==> src/rtl/rxtap_pkg.sv <==
package rxtap_pkg;
  typedef enum logic [1:0] {
    MODE_BYPASS = 2'b00,
    MODE_PRE_A  = 2'b01,
    MODE_PRE_B  = 2'b10,
    MODE_PRE_C  = 2'b11
  } tap_mode_e;

  localparam int unsigned SIDES = 2;  // index 0 DSP, index 1 host
endpackage

==> src/rtl/rxtap_slot_gate.sv <==
module rxtap_slot_gate (
  input  logic clk,
  input  logic rst_n,
  input  logic rx_rst,
  input  logic rx_en,
  input  logic transparent,
  input  logic bit_vld,
  input  logic slot_act,
  output logic accept
);
  logic slot_prev_q, slot_prev_d;
  logic run_q, run_d;
  logic slot_start, gate_open;

  // slot edge tracking is independent of the enable
  always_comb begin
    slot_start  = bit_vld & slot_act & ~slot_prev_q;
    gate_open   = run_q | ~transparent | slot_start;
    accept      = bit_vld & slot_act & rx_en & ~rx_rst & gate_open;
    slot_prev_d = bit_vld ? slot_act : slot_prev_q;
    if (rx_rst || !rx_en) begin
      run_d = 1'b0;
    end else if (accept) begin
      run_d = 1'b1;
    end else begin
      run_d = run_q;
    end
  end

  always_ff @(posedge clk or negedge rst_n) begin
    if (!rst_n) begin
      slot_prev_q <= 1'b0;
      run_q       <= 1'b0;
    end else begin
      slot_prev_q <= slot_prev_d;
      run_q       <= run_d;
    end
  end

  AST_ALIGNED_START: assert property (@(posedge clk) disable iff (!rst_n)
    $rose(run_q) && $past(transparent) |-> $past(slot_act && !slot_prev_q));
endmodule

==> src/rtl/rxtap_shifter.sv <==
module rxtap_shifter #(
  parameter int unsigned DATA_W = 32
) (
  input  logic              clk,
  input  logic              rst_n,
  input  logic              rx_rst,
  input  logic              accept,
  input  logic              line_bit,
  input  logic [1:0]        chunk_sel,
  output logic [DATA_W-1:0] sr_shift,
  output logic              chunk_done
);
  localparam int unsigned CNT_W   = $clog2(DATA_W);
  localparam int unsigned MAX_LOG = $clog2(DATA_W / 8);

  logic [CNT_W-1:0]  cnt_q, cnt_d, last_idx;
  logic [DATA_W-1:0] sr_q, sr_d;

  always_comb begin
    if (int'(chunk_sel) >= int'(MAX_LOG)) begin
      last_idx = CNT_W'(DATA_W - 1);
    end else begin
      last_idx = CNT_W'((8 << chunk_sel) - 1);
    end
    sr_shift   = {sr_q[DATA_W-2:0], line_bit};
    chunk_done = accept & (cnt_q >= last_idx);
    sr_d       = sr_q;
    cnt_d      = cnt_q;
    if (rx_rst) begin
      sr_d  = '0;
      cnt_d = '0;
    end else if (accept) begin
      sr_d  = sr_shift;
      cnt_d = chunk_done ? '0 : cnt_q + CNT_W'(1);
    end
  end

  always_ff @(posedge clk or negedge rst_n) begin
    if (!rst_n) begin
      sr_q  <= '0;
      cnt_q <= '0;
    end else begin
      sr_q  <= sr_d;
      cnt_q <= cnt_d;
    end
  end

  AST_BIT_COUNT: assert property (@(posedge clk) disable iff (!rst_n)
    accept && !chunk_done && !rx_rst |=> cnt_q == $past(cnt_q) + CNT_W'(1));
endmodule

==> src/rtl/rxtap_side.sv <==
module rxtap_side #(
  parameter int unsigned DATA_W = 32
) (
  input  logic              clk,
  input  logic              rst_n,
  input  logic              rx_rst,
  input  logic              load,
  input  logic [DATA_W-1:0] load_data,
  input  logic              stat_set,
  input  logic              clr,
  input  logic              mask,
  output logic [DATA_W-1:0] rd_q,
  output logic              stat_q,
  output logic              irq
);
  logic [DATA_W-1:0] rd_d;
  logic              stat_d;

  always_comb begin
    rd_d   = rd_q;
    stat_d = stat_q;
    if (rx_rst) begin
      rd_d   = '0;
      stat_d = 1'b0;
    end else begin
      if (load) begin
        rd_d = load_data;
      end
      if (stat_set) begin
        stat_d = 1'b1;
      end else if (clr) begin
        stat_d = 1'b0;
      end
    end
    irq = stat_q & ~mask;
  end

  always_ff @(posedge clk or negedge rst_n) begin
    if (!rst_n) begin
      rd_q   <= '0;
      stat_q <= 1'b0;
    end else begin
      rd_q   <= rd_d;
      stat_q <= stat_d;
    end
  end

  AST_STAT_STICKY: assert property (@(posedge clk) disable iff (!rst_n)
    stat_q && !clr && !rx_rst |=> stat_q);
  AST_RD_HOLD: assert property (@(posedge clk) disable iff (!rst_n)
    !load && !rx_rst |=> $stable(rd_q));
endmodule

==> src/rtl/rx_prep_tap.sv <==
module rx_prep_tap #(
  parameter int unsigned DATA_W = 32
) (
  input  logic              clk,
  input  logic              rst_n,
  input  logic              rx_rst,
  input  logic              rx_en,
  input  logic [1:0]        cfg_mode,
  input  logic [1:0]        cfg_chunk,
  input  logic              cfg_transparent,
  input  logic              cfg_owner,
  input  logic              line_bit,
  input  logic              bit_vld,
  input  logic              slot_act,
  output logic [DATA_W-1:0] hdlc_data,
  output logic              hdlc_vld,
  input  logic              dsp_we,
  input  logic [DATA_W-1:0] dsp_wdata,
  input  logic              dsp_clr,
  input  logic              dsp_mask,
  output logic [DATA_W-1:0] dsp_rdata,
  output logic              dsp_stat,
  output logic              dsp_irq,
  input  logic              host_we,
  input  logic [DATA_W-1:0] host_wdata,
  input  logic              host_clr,
  input  logic              host_mask,
  output logic [DATA_W-1:0] host_rdata,
  output logic              host_stat,
  output logic              host_irq
);
  import rxtap_pkg::*;

  logic              accept, chunk_done, bypass;
  logic [DATA_W-1:0] sr_shift;
  logic [SIDES-1:0]  clr_v, mask_v, stat_v, irq_v;
  logic [DATA_W-1:0] rd_v [SIDES];

  logic              copy_pend_q, copy_pend_d;
  logic              primed_q, primed_d;
  logic [DATA_W-1:0] wr_q, wr_d, wr_data;
  logic              wr_sel;
  logic [DATA_W-1:0] out_q, out_d;
  logic              vld_q, vld_d;

  rxtap_slot_gate i_gate (
    .clk         (clk),
    .rst_n       (rst_n),
    .rx_rst      (rx_rst),
    .rx_en       (rx_en),
    .transparent (cfg_transparent),
    .bit_vld     (bit_vld),
    .slot_act    (slot_act),
    .accept      (accept)
  );

  rxtap_shifter #(.DATA_W(DATA_W)) i_shift (
    .clk        (clk),
    .rst_n      (rst_n),
    .rx_rst     (rx_rst),
    .accept     (accept),
    .line_bit   (line_bit),
    .chunk_sel  (cfg_chunk),
    .sr_shift   (sr_shift),
    .chunk_done (chunk_done)
  );

  assign clr_v  = {host_clr, dsp_clr};
  assign mask_v = {host_mask, dsp_mask};

  for (genvar s = 0; s < SIDES; s++) begin : g_side
    rxtap_side #(.DATA_W(DATA_W)) i_side (
      .clk       (clk),
      .rst_n     (rst_n),
      .rx_rst    (rx_rst),
      .load      (chunk_done),
      .load_data (sr_shift),
      .stat_set  (copy_pend_q),
      .clr       (clr_v[s]),
      .mask      (mask_v[s]),
      .rd_q      (rd_v[s]),
      .stat_q    (stat_v[s]),
      .irq       (irq_v[s])
    );
  end

  always_comb begin
    bypass  = (cfg_mode == MODE_BYPASS);
    wr_sel  = cfg_owner ? host_we : dsp_we;
    wr_data = cfg_owner ? host_wdata : dsp_wdata;

    copy_pend_d = ~rx_rst & chunk_done;
    primed_d    = rx_rst ? 1'b0 : (primed_q | chunk_done);

    // owner write beats the default copy
    if (rx_rst) begin
      wr_d = '0;
    end else if (wr_sel) begin
      wr_d = wr_data;
    end else if (copy_pend_q) begin
      wr_d = rd_v[0];
    end else begin
      wr_d = wr_q;
    end

    vld_d = ~rx_rst & chunk_done & (bypass | primed_q);
    out_d = out_q;
    if (chunk_done) begin
      out_d = bypass ? sr_shift : wr_q;
    end
  end

  always_ff @(posedge clk or negedge rst_n) begin
    if (!rst_n) begin
      copy_pend_q <= 1'b0;
      primed_q    <= 1'b0;
      wr_q        <= '0;
      out_q       <= '0;
      vld_q       <= 1'b0;
    end else begin
      copy_pend_q <= copy_pend_d;
      primed_q    <= primed_d;
      wr_q        <= wr_d;
      out_q       <= out_d;
      vld_q       <= vld_d;
    end
  end

  assign hdlc_data  = out_q;
  assign hdlc_vld   = vld_q;
  assign dsp_rdata  = rd_v[0];
  assign host_rdata = rd_v[1];
  assign dsp_stat   = stat_v[0];
  assign host_stat  = stat_v[1];
  assign dsp_irq    = irq_v[0];
  assign host_irq   = irq_v[1];

  AST_FWD_NEEDS_CHUNK: assert property (@(posedge clk) disable iff (!rst_n)
    hdlc_vld |-> $past(chunk_done));
  AST_NO_FWD_UNPRIMED: assert property (@(posedge clk) disable iff (!rst_n)
    chunk_done && !primed_q && !bypass && !rx_rst |=> !hdlc_vld);
  AST_STAT_BOTH: assert property (@(posedge clk) disable iff (!rst_n)
    copy_pend_q && !rx_rst |=> stat_v == 2'b11);
  AST_WR_SOURCE: assert property (@(posedge clk) disable iff (!rst_n)
    !$stable(wr_q) |-> $past(wr_sel || copy_pend_q || rx_rst));
endmodule

==> config.mk <==
export PLATFORM = sky130hd
export DESIGN_NAME = rx_prep_tap
export DESIGN_NICKNAME = d
export VERILOG_FILES = /design/src/rtl/rxtap_pkg.sv /design/src/rtl/rxtap_slot_gate.sv /design/src/rtl/rxtap_shifter.sv /design/src/rtl/rxtap_side.sv /design/src/rtl/rx_prep_tap.sv
export SDC_FILE = /design/constraint.sdc
export NUM_CORES = 1
export LEC_CHECK = 0
export BUFFER_PORTS_ARGS = -buffer_cell sky130_fd_sc_hd__buf_2
export CAP_MARGIN = 20
export CORE_UTILIZATION = 25
export CTS_BUF_LIST = sky130_fd_sc_hd__clkbuf_16
export CTS_CLUSTER_SIZE = 24
export DETAILED_ROUTE_END_ITERATION = 10
export GPL_ROUTABILITY_DRIVEN = 0
export PLACE_DENSITY = 0.54
export REMOVE_ABC_BUFFERS = 1
export SKIP_LAST_GASP = 1
export SYNTH_ARGS = -nofsm -noshare
export SYNTH_HDL_FRONTEND = slang
export SYNTH_SLANG_ARGS = --single-unit
==> constraint.sdc <==
create_clock -name clk -period 1.63 [get_ports clk]
set_input_delay 0.2445 -clock clk [delete_from_list [all_inputs] [get_ports clk]]
set_output_delay 0.2445 -clock clk [all_outputs]
set_load 0.02 [all_outputs]
Yosys cells after proc, flatten, opt, wreduce, memory -nomap -nowiden. Cells that the tools add are included. W data, S select, Z words.

Register bits: 139. Logic and storage cells: 68. Output and inout bits: 101. Input bits: 83.

Shift operators: 1. Bitwise logic cells: 19. Add/subtract/negate cells: 2. Mux-type cells: 23. Reductions and logical operators: 9. Magnitude comparators: 2.

Operators by type and width (number): $mux W32 (7); $mux W31 (2); $mux W5 (4); $and A1 B1 Y1 (10); $mux W1 (10); $reduce_bool A3 Y1 (3); $reduce_bool A2 Y1 (3); $add A5 B1 Y5 const B (1); $ge A5 B5 Y1 (1); $not A1 Y1 (5); $shl A4 B2 Y5 const A (1); $sub A5 B2 Y5 const B (1); $or A1 B1 Y1 (4); $ge A2 B2 Y1 const B (1); $logic_not A2 Y1 (1); $logic_not A1 Y1 (1); $logic_or A1 B1 Y1 (1).

Longest topological paths before layout.
Depth in word-level cells: 8. Depth in mapped cells: 7. Mapped depth without buffers: 7.

Modules after synthesis. From an unflattened synthesis, not the netlist that was laid out.

Cell total of the unflattened synthesis: 691. Area total of the unflattened synthesis: 8261.7 sq um.

Modules (own cells, without submodules): rx_prep_tap (area an instance 3801.1 sq um, cells each 328, seq. area each 1676.6 sq um, instances 1); rxtap_side (area an instance 1375.1 sq um, cells each 109, seq. area each 825.8 sq um, instances 2); rxtap_shifter (area an instance 1609.0 sq um, cells each 135, seq. area each 900.9 sq um, instances 1); rxtap_slot_gate (area an instance 101.3 sq um, cells each 10, seq. area each 50.0 sq um, instances 1).

Least setup slack after synthesis. Ideal clock, no wire load.

Path kind: reg-to-reg. Start: register i_shift.cnt_q[4]. End: register g_side[1].i_side.rd_q[27]. Clock period less this slack: 1702 ps. Buffers on the path: 1. Required time: 1552 ps. Data arrival time: 1624 ps. Library setup time: 78 ps. Setup slack: -72 ps. Stages on the path, launching flop included: 7. Cell sequence: dfrtp_1 ha_1 a21oi_1 o21a_1 clkbuf_1 o21ai_0 a21oi_1.

Word-level cells in the longest chain between the ends: 3.

Ends and longest elaborated chain: start, declared (line rxtap_shifter.sv:16) `logic [CNT_W-1:0] cnt_q, cnt_d, last_idx;`; start signal, assigned (line rxtap_shifter.sv:44) `cnt_q <= cnt_d;`; $ge A5 B5 Y1 (line rxtap_shifter.sv:26) `chunk_done = accept & (cnt_q >= last_idx);`; $and A1 B1 Y1 (line rxtap_shifter.sv:26); $reduce_bool A2 Y1 (no source line); end signal, assigned (line rxtap_side.sv:43) `rd_q <= rd_d;`; end, declared (line rxtap_side.sv:12) `output logic [DATA_W-1:0] rd_q,`.

Every way passes these cells. A chain may end at the register's enable or synchronous reset.

Worst setup path after layout.
Start: register i_shift.cnt_q[4]. End: register i_shift.cnt_q[3].

Word-level cells in the longest chain between the ends: 5.

Ends and longest elaborated chain: $ge A5 B5 Y1 (line rxtap_shifter.sv:26); $and A1 B1 Y1 (line rxtap_shifter.sv:26); $mux W5 (line rxtap_shifter.sv:34) `cnt_d = chunk_done ? '0 : cnt_q + CNT_W'(1);`; $mux W5 (line rxtap_shifter.sv:32) `end else if (accept) begin`; $mux W5 (line rxtap_shifter.sv:29) `if (rx_rst) begin`.

Every way passes these cells. The select of a mux whose other input is x is not followed.

==> flow_summary.toml <==
[outcome]
status = "complete, but fails checks"
violations = "setup timing"

[synthesis]
synthesis.area_um2 = 6830
synth-seq-cells = 139
synth.top_cell.area_share_pct = 51.0
ys_types = 32
synth.avg_cell_area_um2 = 9.79
ys_seq_area_share_pct = 51.0
yosysTopAreaCell = "dfrtp_1"
yosys_warnings = 0
synthCells = 697
synth_area_leaders = "dfrtp_1 (51%), mux2i_1 (9.5%), a211oi_1 (7.0%)"

[worst_setup_path]
crit_family = "simple AND/OR/NAND/NOR gates"
path_buf_inv = 0
crit_chain = "ha_4, a21oi_4, o21ai_4, or4_1, a31oi_1"
crit_path_end_kind = "register"
critPathLaunchType = "register"
critPathSlowestCell = "or4_1"
cpPeakStageDelay_ns = 0.47
crit_arrival_ns = 2.04
crit_fanout = 4
timing_worst_setup_path_type = "reg -> reg"
cp_data_required_time_ns = 1.97

[die]
coreArea_um2 = 26900
initial_core_util_pct = 25.4
io_pins = 184
rows = 60
die_y_um = 167
fp.dieW_um = 167
dieArea_um2 = 28000

[sta]
setup_ws_ns = -0.0714
fin_crit_sh_pct = 104
setup_viol = 45
hold_viol = 0
max_freq_mhz = 588
relSlewSlack_pct = 66.6
rsz0062_at_grt = "yes"
tightest_slew_ns = 0.501
period_needed_ns = 1.70
finClkSkew_ns = 0.0107
maxSlewViolCount = 0

[route]
firstDrtPassIters = 4
drt_iter0_drc = 270
wl_per_cell_um = 16.9
drtAntennaViolNets = 0
vias = 5676
wl_um = 20300
via_per_inst = 4.73
drc = 0

[power]
powerDensity_nw_per_um2 = 906
vdd_drop_max_uv = 611
p_leak_nw = 4.01
power.total_mw = 8.21

[clock_tree]
clkLatencyLatePin_ns = 0.42
tritoncts = "built"
path_clk_slew_ns = 0.06
h-tree-depth = 4
clkSinkCount = 139
cts_buffers = 17
cts.path.max_buffers = 2
clock_tree.root_cell = "clkbuf_16"

[flow_run]
maxCapViolCount = 0

[global_routing]
track_usage_pct = 15.1
grt_antenna_before_repair = 0
overflow = 0
grt_max_degree = 104
grt_pass1_vias = 5558
grt_pass1_wl_um = 32700

[min_path]
hp-class = "in -> reg"

[place]
dp_cells = 1162
post_dp_cell_area_um2 = 8190
dp_hpwl_um = 12900
io_buffer_count = 183
dp_slack_ns = -0.226

[cells_and_area]
final_cells = 1200
drive_gt1_share_pct = 33.8
antenna-diode-count = 0
final_cell_mix = "buf_2 (181), dfrtp_1 (138), o21ai_1 (70)"
layout_commonest_cell = "buf_2"
final_cell_area_um2 = 9050
area_delta_synth_final_pct = 32.6
nNetsFinal = 932
## per-layer routing
layer	wire length (um)	up-vias	part of all wire, %	global-route usage, %
met4	196	0	0.97	4.19
met3	760	13	3.8	3.24
li1	-	2760	-	-
met1	9680	2760	48	20.5
met5	0	-	0	0
met2	9620	143	47	24.3
## metrics by stage
stage	TNS (ns)	utilization [%]	hold slack, ns
finish	-1.65	33.7	0.0964
global route	-6.70	33.7	0.0958
CTS	-2.27	33.3	0.0766
detailed placement	-9.08	30.5	0.172
global placement	-7.14	30.5	0.166
floorplan	-144.94	-	-0.0511
## kinds of logic after synthesis
family / Yosys count / synth area share [%]
flops: 139 / 51.0
simple gates: 163 / 12.0
mux: 66 / 9.70
compound gates: 229 / 19.3
fa+ha+maj: 3 / 0.550
buf+inv: 97 / 7.51
## timing repair
action / CTS / global route
setup buffers: 0 / 2
gates resized for setup: 12 / 28
gates cloned: 4 / 0
setup endpoints to repair: 72 / 76
endpoints found under the hold margin: 29 / 0
hold buffers: 1 / 0
pin swaps: 5 / 13
## power breakdown
group	internal, mW	switching (mW)
clock	2.25	1.61
sequential	3.53	0.0504
combinational	0.318	0.439
total	6.10	2.10
## worst min-delay path, stage by stage
cell and delay (ns):
buf_2 0.12, nand2_1 0.06, a21oi_1 0.05
## cells in the mapped netlist
cell type,count
ha_1,3
mux2_2,1
buf_2,17
buf_1,4
o21ai_1,92
nor2_2,1
o21ai_0,5
a21oi_1,63
nand3_1,38
nor2b_4,1
a211oi_1,64
nand2b_1,7
nand3b_1,1
o21a_1,1
o21ai_2,1
nor2b_1,35
inv_1,4
or4_1,2
inv_2,1
clkbuf_1,38
nand2_1,69
nor2_1,5
nand4_4,1
and4_1,1
buf_6,1
buf_4,32
or3_1,1
dfrtp_1,139
mux2i_1,65
a22oi_1,1
nand4b_1,1
a31oi_1,2
## worst paths after layout
check	cells after the start	slack, ns	startpoint	end
setup reg to reg	5	-0.07	i_shift.cnt_q[4]	i_shift.cnt_q[3]
min in group asynchronous	2	0.29	rst_n	g_side[1].i_side.rd_q[14]
hold reg to reg	2	0.48	i_gate.run_q	i_gate.run_q
max in group asynchronous	3	0.78	rst_n	g_side[1].i_side.stat_q
hold / removal	3	0.1	line_bit	i_shift.sr_q[0]
setup / recovery	5	-0.07	i_shift.cnt_q[4]	i_shift.cnt_q[3]
## flip-flops by register name (all words and copies together), names as in the netlist
register / flops
g_side.i_side.rd_q: 32
primed_q: 1
i_shift.sr_q: 31
copy_pend_q: 1
hdlc_vld: 1
hdlc_data: 32
wr_q: 32
i_gate.slot_prev_q: 1
g_side.i_side.stat_q: 2
i_gate.run_q: 1
i_shift.cnt_q: 5
## cell type report
| type | count | area, um2 |
|---|---|---|
| clock buffer | 17 | 425 |
| clock inverter | 15 | 150 |
| fill | 2769 | 17800 |
| inverter | 5 | 18.8 |
| multi-input combinational | 461 | 3020 |
| sequential | 139 | 3480 |
| tap | 341 | 427 |
| timing repair buffer | 222 | 1530 |
Note: power is estimated with default switching activity, not from simulation.
